### src/rtl/gpio_bank_pkg.sv
package gpio_bank_pkg;
  localparam int WORD_W = 32;
  localparam int NUM_GROUPS = 8;

  typedef enum logic [3:0] {
    GRP_LEVEL = 4'd0,
    GRP_OE    = 4'd1,
    GRP_SET   = 4'd2,
    GRP_CLR   = 4'd3,
    GRP_RISE  = 4'd4,
    GRP_FALL  = 4'd5,
    GRP_STAT  = 4'd6,
    GRP_ALT   = 4'd7,
    GRP_NONE  = 4'd15
  } grp_e;
endpackage

### src/rtl/gpio_addr_decode.sv
module gpio_addr_decode
  import gpio_bank_pkg::*;
#(
  parameter int NREG   = 2,
  parameter int ADDR_W = 10,
  localparam int IDX_W = (2 * NREG > 1) ? $clog2(2 * NREG) : 1
) (
  input  logic [ADDR_W-1:0] addr,
  output grp_e              grp,
  output logic [IDX_W-1:0]  idx
);
  logic [ADDR_W-3:0] word;
  assign word = addr[ADDR_W-1:2];

  always_comb begin
    grp = GRP_NONE;
    idx = '0;
    if (addr[1:0] == 2'b00) begin
      for (int k = 0; k < NUM_GROUPS; k++) begin
        if (int'(word) >= k * NREG &&
            int'(word) < k * NREG + ((k == NUM_GROUPS - 1) ? 2 * NREG : NREG)) begin
          grp = grp_e'(k);
          idx = IDX_W'(int'(word) - k * NREG);
        end
      end
    end
  end
endmodule

### src/rtl/gpio_pad_sync.sv
module gpio_pad_sync #(
  parameter int N = 64
) (
  input  logic         clk,
  input  logic         rst_n,
  input  logic [N-1:0] pad_in,
  output logic [N-1:0] lvl,
  output logic [N-1:0] lvl_prev
);
  logic [N-1:0] meta_q;

  always_ff @(posedge clk or negedge rst_n) begin
    if (!rst_n) begin
      meta_q   <= '0;
      lvl      <= '0;
      lvl_prev <= '0;
    end else begin
      meta_q   <= pad_in;
      lvl      <= meta_q;
      lvl_prev <= lvl;
    end
  end
endmodule

### src/rtl/gpio_edge_bank.sv
module gpio_edge_bank
  import gpio_bank_pkg::*;
#(
  parameter int NREG = 2,
  localparam int N = NREG * WORD_W
) (
  input  logic         clk,
  input  logic         rst_n,
  input  logic [N-1:0] lvl,
  input  logic [N-1:0] lvl_prev,
  input  logic [N-1:0] rise_en,
  input  logic [N-1:0] fall_en,
  input  logic [N-1:0] clr_mask,
  output logic [N-1:0] edge_hit,
  output logic [N-1:0] status
);
  assign edge_hit = (rise_en & lvl & ~lvl_prev) | (fall_en & ~lvl & lvl_prev);

  for (genvar w = 0; w < NREG; w++) begin : g_word
    logic [WORD_W-1:0] st_q;
    always_ff @(posedge clk or negedge rst_n) begin
      if (!rst_n) st_q <= '0;
      else        st_q <= (st_q & ~clr_mask[w*WORD_W +: WORD_W])
                          | edge_hit[w*WORD_W +: WORD_W];
    end
    assign status[w*WORD_W +: WORD_W] = st_q;
  end
endmodule

### src/rtl/gpio_bank_regs.sv
module gpio_bank_regs
  import gpio_bank_pkg::*;
#(
  parameter int NREG = 2,
  localparam int N = NREG * WORD_W,
  localparam int IDX_W = (2 * NREG > 1) ? $clog2(2 * NREG) : 1
) (
  input  logic              clk,
  input  logic              rst_n,
  input  logic              wr_en,
  input  grp_e              grp,
  input  logic [IDX_W-1:0]  idx,
  input  logic [WORD_W-1:0] wdata,
  output logic [N-1:0]      oe,
  output logic [N-1:0]      out,
  output logic [N-1:0]      rise_en,
  output logic [N-1:0]      fall_en,
  output logic [2*N-1:0]    alt,
  output logic [N-1:0]      clr_mask
);
  for (genvar w = 0; w < NREG; w++) begin : g_word
    logic hit_oe, hit_set, hit_clr, hit_rise, hit_fall, hit_stat;
    logic [WORD_W-1:0] oe_q, out_q, rise_q, fall_q;

    assign hit_oe   = wr_en && grp == GRP_OE   && int'(idx) == w;
    assign hit_set  = wr_en && grp == GRP_SET  && int'(idx) == w;
    assign hit_clr  = wr_en && grp == GRP_CLR  && int'(idx) == w;
    assign hit_rise = wr_en && grp == GRP_RISE && int'(idx) == w;
    assign hit_fall = wr_en && grp == GRP_FALL && int'(idx) == w;
    assign hit_stat = wr_en && grp == GRP_STAT && int'(idx) == w;

    always_ff @(posedge clk or negedge rst_n) begin
      if (!rst_n) begin
        oe_q   <= '0;
        out_q  <= '0;
        rise_q <= '0;
        fall_q <= '0;
      end else begin
        if (hit_oe)   oe_q   <= wdata;
        if (hit_set)  out_q  <= out_q | wdata;
        if (hit_clr)  out_q  <= out_q & ~wdata;
        if (hit_rise) rise_q <= wdata;
        if (hit_fall) fall_q <= wdata;
      end
    end

    assign oe[w*WORD_W +: WORD_W]       = oe_q;
    assign out[w*WORD_W +: WORD_W]      = out_q;
    assign rise_en[w*WORD_W +: WORD_W]  = rise_q;
    assign fall_en[w*WORD_W +: WORD_W]  = fall_q;
    assign clr_mask[w*WORD_W +: WORD_W] = hit_stat ? wdata : '0;
  end

  for (genvar j = 0; j < 2 * NREG; j++) begin : g_alt
    logic [WORD_W-1:0] alt_q;
    always_ff @(posedge clk or negedge rst_n) begin
      if (!rst_n) alt_q <= '0;
      else if (wr_en && grp == GRP_ALT && int'(idx) == j) alt_q <= wdata;
    end
    assign alt[j*WORD_W +: WORD_W] = alt_q;
  end
endmodule

### src/rtl/gpio_bank_ctrl.sv
module gpio_bank_ctrl
  import gpio_bank_pkg::*;
#(
  parameter int NUM_PINS = 64,
  parameter int ADDR_W   = 10
) (
  input  logic                  clk,
  input  logic                  rst_n,
  input  logic                  req_valid,
  input  logic                  req_write,
  input  logic [ADDR_W-1:0]     req_addr,
  input  logic [31:0]           req_wdata,
  output logic                  rsp_valid,
  output logic [31:0]           rsp_data,
  input  logic [NUM_PINS-1:0]   pad_in,
  output logic [NUM_PINS-1:0]   pad_out,
  output logic [NUM_PINS-1:0]   pad_oe,
  output logic [2*NUM_PINS-1:0] alt_fn,
  output logic                  irq
);
  localparam int NREG  = NUM_PINS / WORD_W;
  localparam int IDX_W = (2 * NREG > 1) ? $clog2(2 * NREG) : 1;

  grp_e               grp;
  logic [IDX_W-1:0]   idx;
  logic [NUM_PINS-1:0] lvl, lvl_prev, rise_en, fall_en, clr_mask, edge_hit, stat_q;
  logic [WORD_W-1:0]  rd_mux;

  gpio_addr_decode #(.NREG(NREG), .ADDR_W(ADDR_W)) u_dec (
    .addr(req_addr), .grp(grp), .idx(idx)
  );

  gpio_pad_sync #(.N(NUM_PINS)) u_sync (
    .clk(clk), .rst_n(rst_n), .pad_in(pad_in), .lvl(lvl), .lvl_prev(lvl_prev)
  );

  gpio_bank_regs #(.NREG(NREG)) u_regs (
    .clk(clk), .rst_n(rst_n),
    .wr_en(req_valid && req_write), .grp(grp), .idx(idx), .wdata(req_wdata),
    .oe(pad_oe), .out(pad_out), .rise_en(rise_en), .fall_en(fall_en),
    .alt(alt_fn), .clr_mask(clr_mask)
  );

  gpio_edge_bank #(.NREG(NREG)) u_edge (
    .clk(clk), .rst_n(rst_n), .lvl(lvl), .lvl_prev(lvl_prev),
    .rise_en(rise_en), .fall_en(fall_en), .clr_mask(clr_mask),
    .edge_hit(edge_hit), .status(stat_q)
  );

  assign irq = |stat_q;

  always_comb begin
    rd_mux = '0;
    for (int w = 0; w < NREG; w++) begin
      if (int'(idx) == w) begin
        case (grp)
          GRP_LEVEL: rd_mux = lvl[w*WORD_W +: WORD_W];
          GRP_OE:    rd_mux = pad_oe[w*WORD_W +: WORD_W];
          GRP_RISE:  rd_mux = rise_en[w*WORD_W +: WORD_W];
          GRP_FALL:  rd_mux = fall_en[w*WORD_W +: WORD_W];
          GRP_STAT:  rd_mux = stat_q[w*WORD_W +: WORD_W];
          default:   ;
        endcase
      end
    end
    for (int j = 0; j < 2 * NREG; j++) begin
      if (grp == GRP_ALT && int'(idx) == j) rd_mux = alt_fn[j*WORD_W +: WORD_W];
    end
  end

  always_ff @(posedge clk or negedge rst_n) begin
    if (!rst_n) begin
      rsp_valid <= 1'b0;
      rsp_data  <= '0;
    end else begin
      rsp_valid <= req_valid && !req_write;
      if (req_valid && !req_write) rsp_data <= rd_mux;
    end
  end
endmodule

### config.mk
export PLATFORM = sky130hd
export DESIGN_NAME = gpio_bank_ctrl
export DESIGN_NICKNAME = d
export VERILOG_FILES = /design/src/rtl/gpio_bank_pkg.sv /design/src/rtl/gpio_addr_decode.sv /design/src/rtl/gpio_pad_sync.sv /design/src/rtl/gpio_edge_bank.sv /design/src/rtl/gpio_bank_regs.sv /design/src/rtl/gpio_bank_ctrl.sv
export SDC_FILE = /design/constraint.sdc
export NUM_CORES = 1
export LEC_CHECK = 0
export ABC_AREA = 1
export CAP_MARGIN = 20
export CORE_ASPECT_RATIO = 1.75
export CORE_MARGIN = 3
export CORE_UTILIZATION = 43
export CTS_CLUSTER_SIZE = 28
export DETAILED_ROUTE_END_ITERATION = 12
export PLACE_DENSITY_LB_ADDON = 0.3
export SLEW_MARGIN = 20
export SYNTH_ARGS = -nofsm -noshare
export SYNTH_HDL_FRONTEND = slang
export SYNTH_SLANG_ARGS = --single-unit
### constraint.sdc
create_clock -name clk -period 2.1 [get_ports clk]
set_input_delay 0.42 -clock clk [delete_from_list [all_inputs] [get_ports clk]]
set_output_delay 0.42 -clock clk [all_outputs]
set_load 0.005 [all_outputs]
==> impl_metrics.yaml, run 1 <==
run_status:
  status: "finished, violations left"
  violations: "setup timing"
clock_tree:
  h-tree-depth: 2
  cts_buffer_depth: 3
  clk_latency_ns: 0.66
  worst_setup_hold_path_clk_slew_ns: 0.07
  tritoncts: "yes"
  cts_num_sinks: 673
  cts-root-buf: "clkbuf_16"
  cts_buffers: 60
route:
  dr.pass1.iters: 8
  vias: 25300
  wl_per_cell_um: 22.9
  drt_iter0_markers: 1979
  drc_errors: 0
  antenna_left: 0
  viasPerCell: 5.44
  wl_um: 107000
logic_synthesis:
  synth_top_area_cell: "dfrtp_1"
  syn_nets: 3265
  ys_ff_latch: 673
  synth.avg_cell_area_um2: 8.84
  synth_area_leaders: "dfrtp_1 60%, nand2_1 9.8%, o21ai_0 7.3%"
  synth_area_um2: 27900
  synth_top_area_share: 0.604
  yosys_warnings: 0
  synth-seq-area-share: 0.604
  syn_inst: 3155
  synth.distinct_cells: 37
worst_setup_path:
  end_kind: "output pin"
  path_class: "flip-flop to output pin"
  crit_required_ns: 1.68
  crit_arrival_ns: 2.43
  cp-start-kind: "flip-flop"
  cp_max_fo: 2
layout:
  design_area_um2: 38600
  nets: 3897
  area_growth_pct: 38.5
  num-fill-cells: 5393
  drive_above_1_share: 0.155
sta:
  fin_crit_sh: 1.36
  rsz0062_at_grt: "true"
  hold_viol: 0
  setup_viol: 3
  fin_hold_ws_ns: 0.207
  min_period_ns: 2.85
  slew_headroom: 0.507
  slew_violations: 0
  clock_skew_ns: 0.0295
  setup_ws_ns: -0.751
  fmax_mhz: 351
  worst_pin_slew_ns: 0.739
global_routing:
  grt_max_degree: 98
  antenna_found_initial: 8
  grt_pass1_vias: 25000
  track_usage: 0.305
  grt_pass1_wl_um: 155000
  overflow: 0
floorplan:
  die_w_um: 199
  coreArea_um2: 63800
  die_area_um2: 68100
  die-height_um: 343
  rows: 122
  io_pins: 400
  start_util: 0.437
placement:
  pre_cts_ws_ns: -1.09
  hpwl_um: 74900
  dpl_cell_area_um2: 35000
  place_congestion: 0.940
  port_buffers: 399
pwr:
  ir_drop_v: 0.000662
  p_per_area_nw_per_um2: 712
  power.total_uw: 27500
  leakage_uw: 0.0186
hold_path:
  hp-class: "input port to asynchronous set/reset pin"
job:
  cap_violations: 0
through the flow:
stage          utilization  setup TNS (ns)  std cells
2_1_floorplan            -               0       3155
3_3_place_gp         0.549         -398.90       4479
3_5_place_dp         0.549         -405.55       4479
4_1_cts              0.594          -0.735       4609
5_1_grt              0.606           -1.10       4648
6_report             0.606          -0.774       4648
cells in the final DEF, fill, tap and decap left out, types with 25 or more instances in the layout:
master           count
a21oi_1            167
buf_12              60
buf_4              247
clkbuf_16           67
clkdlybuf4s50_1    369
dfrtp_1            664
inv_1              334
nand2_1            722
nand3_1             93
nand3_2             43
nand4_1             35
nor2_1             293
o21ai_0            395
o21ai_1             29
o311ai_1            25
cell type report:
class / count / area [um2] / share of cell area
Inverter: 347 / 1300 / 0.0337
Timing Repair Buffer: 744 / 7700 / 0.199
Antenna cell: 5 / 12.5 / 0.000324
Clock inverter: 30 / 503 / 0.0130
Tap cell: 806 / 1010 / 0.0261
Multi-Input combinational cell: 1961 / 9520 / 0.246
Sequential cell: 673 / 16900 / 0.436
Clock buffer: 82 / 1740 / 0.0451
registers in the layout (all words and copies together) (netlist names), named ones only:
register	flops
rsp_valid	1
u_regs.g_alt.alt_q	128
u_sync.lvl	64
u_regs.g_word.fall_q	64
u_regs.g_word.rise_q	64
u_sync.meta_q	64
u_regs.g_word.oe_q	64
u_sync.lvl_prev	64
rsp_data	32
u_edge.g_word.st_q	64
synthesized netlist by cell type, drive strengths merged:
cell     number
nor2        322
nand3       146
and3          1
o221ai       16
o211ai        5
nor3         21
nand2       735
buf          71
nand3b       16
a21boi        8
o21a          8
dfrtp       673
a21oi       168
nor4         16
inv         347
a22oi         3
o21ai       425
or4           1
o311ai       33
o2111ai       1
clkbuf      103
nand4        36
layer usage:
layer	up-vias	global-route usage	share of wire
li1	11500	-	-
met1	12200	0.335	0.34
met2	1242	0.520	0.50
met3	393	0.0468	0.066
met4	2	0.244	0.099
met5	-	0	0.00012
final timing paths:
path | startpoint | slack (ns) | endpoint | depth (start not counted)
max | u_edge.g_word[1].st_q[27] | -0.75 | irq | 5
min in group clk | pad_in[52] | 0.21 | u_sync.meta_q[52] | 1
min reg2reg | u_sync.meta_q[63] | 0.34 | u_sync.lvl[63] | 0
max reg2reg | u_edge.g_word[1].st_q[27] | 0.65 | rsp_data[27] | 11
min | rst_n | 0.21 | u_regs.g_alt[0].alt_q[28] | 2
max in group asynchronous | rst_n | 0.98 | u_edge.g_word[0].st_q[23] | 4
kinds of logic after synthesis:
family / share of synthesized area
and+or+nand+nor: 0.193
DFF: 0.604
AOI/OAI and AO/OA: 0.129
buffers and inverters: 0.0742
worst max-delay path, cell delays in order (launching register included):
cell	delay (ns)
dfrtp_2	0.48
nor4_4	0.33
buf_4	0.15
nand4_1	0.13
or4_4	0.54
buf_6	0.14
report_power, final:
group / switching [uW] / internal [uW] / leakage, uW
clock network: 5160 / 7330 / 0.00110
logic: 873 / 642 / 0.00892
registers: 247 / 13300 / 0.00859
total: 6280 / 21200 / 0.0186
timing repair:
action	CTS	global route
setup buffers	14	26
gates resized for setup	121	105
hold buffers	1	0
setup endpoints to repair	499	170
pin swaps	27	37
hold endpoints to repair	147	0
cloned	6	8
(Power assumes the default switching activity.)
==> run 2, diff against run 1 <==
--- a/config.mk
+++ b/config.mk
@@ -5,7 +5,6 @@
 export SDC_FILE = /design/constraint.sdc
 export NUM_CORES = 1
 export LEC_CHECK = 0
-export ABC_AREA = 1
 export CAP_MARGIN = 20
 export CORE_ASPECT_RATIO = 1.75
 export CORE_MARGIN = 3
==> impl_metrics.yaml, run 2 <==
floorplan:
  start_util: 0.434
  die_w_um: 199
  rows: 123
  coreArea_um2: 64300
  io_pins: 400
  die_area_um2: 68100
  die-height_um: 343
logic_synthesis:
  synth_edf_count: 0
  synth-seq-area-share: 0.603
  synth_compound_area_frac: 0.102
  synth.avg_cell_area_um2: 12.5
  yosysMostFrequentCell: "dfrtp_1"
  synthArstFlopShare: 1.00
  synthMuxAreaShare: 0.193
  yosys.area_share.simple: 0.0757
  synth_top_family_by_area: "multiplexers"
  synthFlopType: "dfrtp_1"
  yosys-top-cells-count: "673 x dfrtp_1, 389 x nand2_1, 373 x mux2_2"
  syn_nets: 2339
  yosys_warnings: 0
  synth_fa_ha_area_frac: 0
  synth_area_leaders: "dfrtp_1 60%, mux2_2 15%, nand2_1 5.2%"
  ys_ff_latch: 673
  synth_top_area_share: 0.603
  synth_top_area_cell: "dfrtp_1"
  synthXorXnorAreaFrac: 0
  synth.distinct_cells: 51
  syn_inst: 2229
  synth_area_um2: 27900
run_status:
  violations: "setup timing"
  status: "finished, violations left"
sta:
  fmax_mhz: 342
  worst_pin_slew_ns: 0.579
  setup_viol: 1
  fin_crit_sh: 1.39
  rsz0062_at_grt: "true"
  slew_violations: 0
  slew_headroom: 0.613
  setup_ws_ns: -0.822
  min_period_ns: 2.92
  clock_skew_ns: 0.0158
  setup_tns_ns: -0.822
  hold_viol: 0
route:
  drc_errors: 0
  viasPerCell: 5.77
  dr.pass1.iters: 5
  antenna_left: 0
  vias: 21500
  wl_per_cell_um: 26.5
  drt_iter0_markers: 1631
  wl_um: 98800
layout:
  nets: 2969
  largest_reg_flops: 128
  regMostFlops: "u_regs.g_alt.alt_q"
  final_cell_mix: "666 x dfrtp_1, 382 x nand2_1, 369 x mux2_2, 369 x clkdlybuf4s50_1, 245 x buf_4"
  final_common_cell: "dfrtp_1"
  num-fill-cells: 5233
  drive_above_1_share: 0.311
  area_growth_pct: 37.0
  fin_cells: 3722
global_routing:
  grt_util_met2: 0.482
  met1_usage: 0.351
  grt.busiest_layer: "met2"
  grt_pass1_wl_um: 146000
  grt_pass1_vias: 22700
  overflow: 0
  track_usage: 0.288
  use_met3: 0.0592
  grt_max_degree: 99
  antenna_found_initial: 2
worst_setup_path:
  crit_family: "simple AND/OR/NAND/NOR gates"
  end_kind: "output pin"
  crit_arrival_ns: 2.50
  worstPathCellList: "nor4_2, buf_4, nand4_1, buf_4, or4_4, buf_6"
  cpMaxStageDelayCell: "or4_4"
  r2r-start: "u_edge.g_word[1].st_q[15]"
  path_class: "flip-flop to output pin"
  cp-start-kind: "flip-flop"
  crit_required_ns: 1.68
  cp_max_fo: 2
  cpMostUsedCell: "buf_4"
  path_buf_inv: 3
  slowest_delay_ns: 0.51
  crit_path_start: "u_edge.g_word[0].st_q[22]"
clock_tree:
  worst_setup_hold_path_clk_slew_ns: 0.07
  cts_buffer_depth: 3
  h-tree-depth: 2
  tritoncts: "yes"
  cts-root-buf: "clkbuf_16"
  cts_buffers: 60
  cts_num_sinks: 673
  clk_latency_ns: 0.65
job:
  cap_violations: 0
placement:
  placedCellCount: 3586
  place_congestion: 0.910
  hpwl_um: 69700
  port_buffers: 399
pwr:
  p_per_area_nw_per_um2: 744
  ir_drop_v: 0.000687
  leakage_uw: 0.0181
hold_path:
  hp-class: "input port to asynchronous set/reset pin"
run 2: cell count changes after synthesis, sizes merged, moves of 69 or more:
cell | previous run | this run
o22ai | 0 | 85
mux2i | 0 | 69
mux2 | 0 | 407
nand2 | 735 | 389
nand3 | 146 | 10
o21ai | 425 | 13
nor2 | 322 | 42
inv | 347 | 1
a21oi | 168 | 79
run 2: timing repair:
| action | 4_1_cts | 5_1_grt |
|---|---|---|
| setup endpoints to repair | 472 | 111 |
| pin swaps | 15 | 9 |
| buffers inserted | 15 | 4 |
| gates resized for setup | 68 | 28 |
| hold buffers | 1 | 0 |
| cloned | 7 | 0 |
| hold endpoints to repair | 182 | 0 |
run 2: cell families after synthesis:
logic type,count (synthesis)
AO/OA/AOI/OAI,412
flip-flops,673
AND/OR/NAND/NOR,505
buffers and inverters,163
multiplexers,476
run 2: through the flow:
| stage | total power [uW] | area (um2) | setup slack (ns) | util | hold slack [ns] |
|---|---|---|---|---|---|
| final | 28400 | 38200 | -0.822 | 0.594 | 0.190 |
| after global routing | 29400 | 38200 | -0.890 | 0.594 | 0.181 |
| after CTS | 28700 | 38100 | -0.858 | 0.592 | 0.165 |
| after detailed placement | 16500 | 35400 | -1.24 | 0.551 | 0.270 |
| after global placement | 16500 | 35400 | -1.24 | 0.551 | 0.273 |
| after floorplan | 14700 | 28100 | -0.347 | - | 0.124 |
run 2: cell type report:
| type | instances | area, um2 | area share |
|---|---|---|---|
| Tap cell | 812 | 1020 | 0.0266 |
| Timing Repair Buffer | 729 | 7530 | 0.197 |
| Clock inverter | 30 | 425 | 0.0111 |
| Antenna cell | 2 | 5.00 | 0.000131 |
| Sequential cell | 673 | 16800 | 0.441 |
| Clock buffer | 81 | 1730 | 0.0453 |
| Inverter | 2 | 7.51 | 0.000196 |
| Multi-Input combinational cell | 1393 | 10700 | 0.279 |
run 2: path summary, 6_finish.rpt:
kind	endpoint	slack, ns	depth (start not counted)
max	irq	-0.82	6
min	asynchronous set/reset pin	0.19	2
min in group clk	u_sync.meta_q[3]	0.20	1
min reg2reg	u_sync.lvl[18]	0.35	0
max in group asynchronous	asynchronous set/reset pin	1.05	4
max reg2reg	rsp_data[15]	0.18	5
run 2: where the power goes:
part | switching [uW] | total, uW | internal [uW]
sequential | 416 | 13800 | 13400
combinational | 1260 | 2510 | 1260
clock | 5070 | 12100 | 7010
total | 6750 | 28400 | 21700
run 2: routing by layer:
| layer | routed length (um) | share of wire |
|---|---|---|
| met1 | 37100 | 0.38 |
| met4 | 5510 | 0.056 |
| met3 | 7110 | 0.072 |
| met2 | 49100 | 0.50 |
| met5 | 0 | 0 |
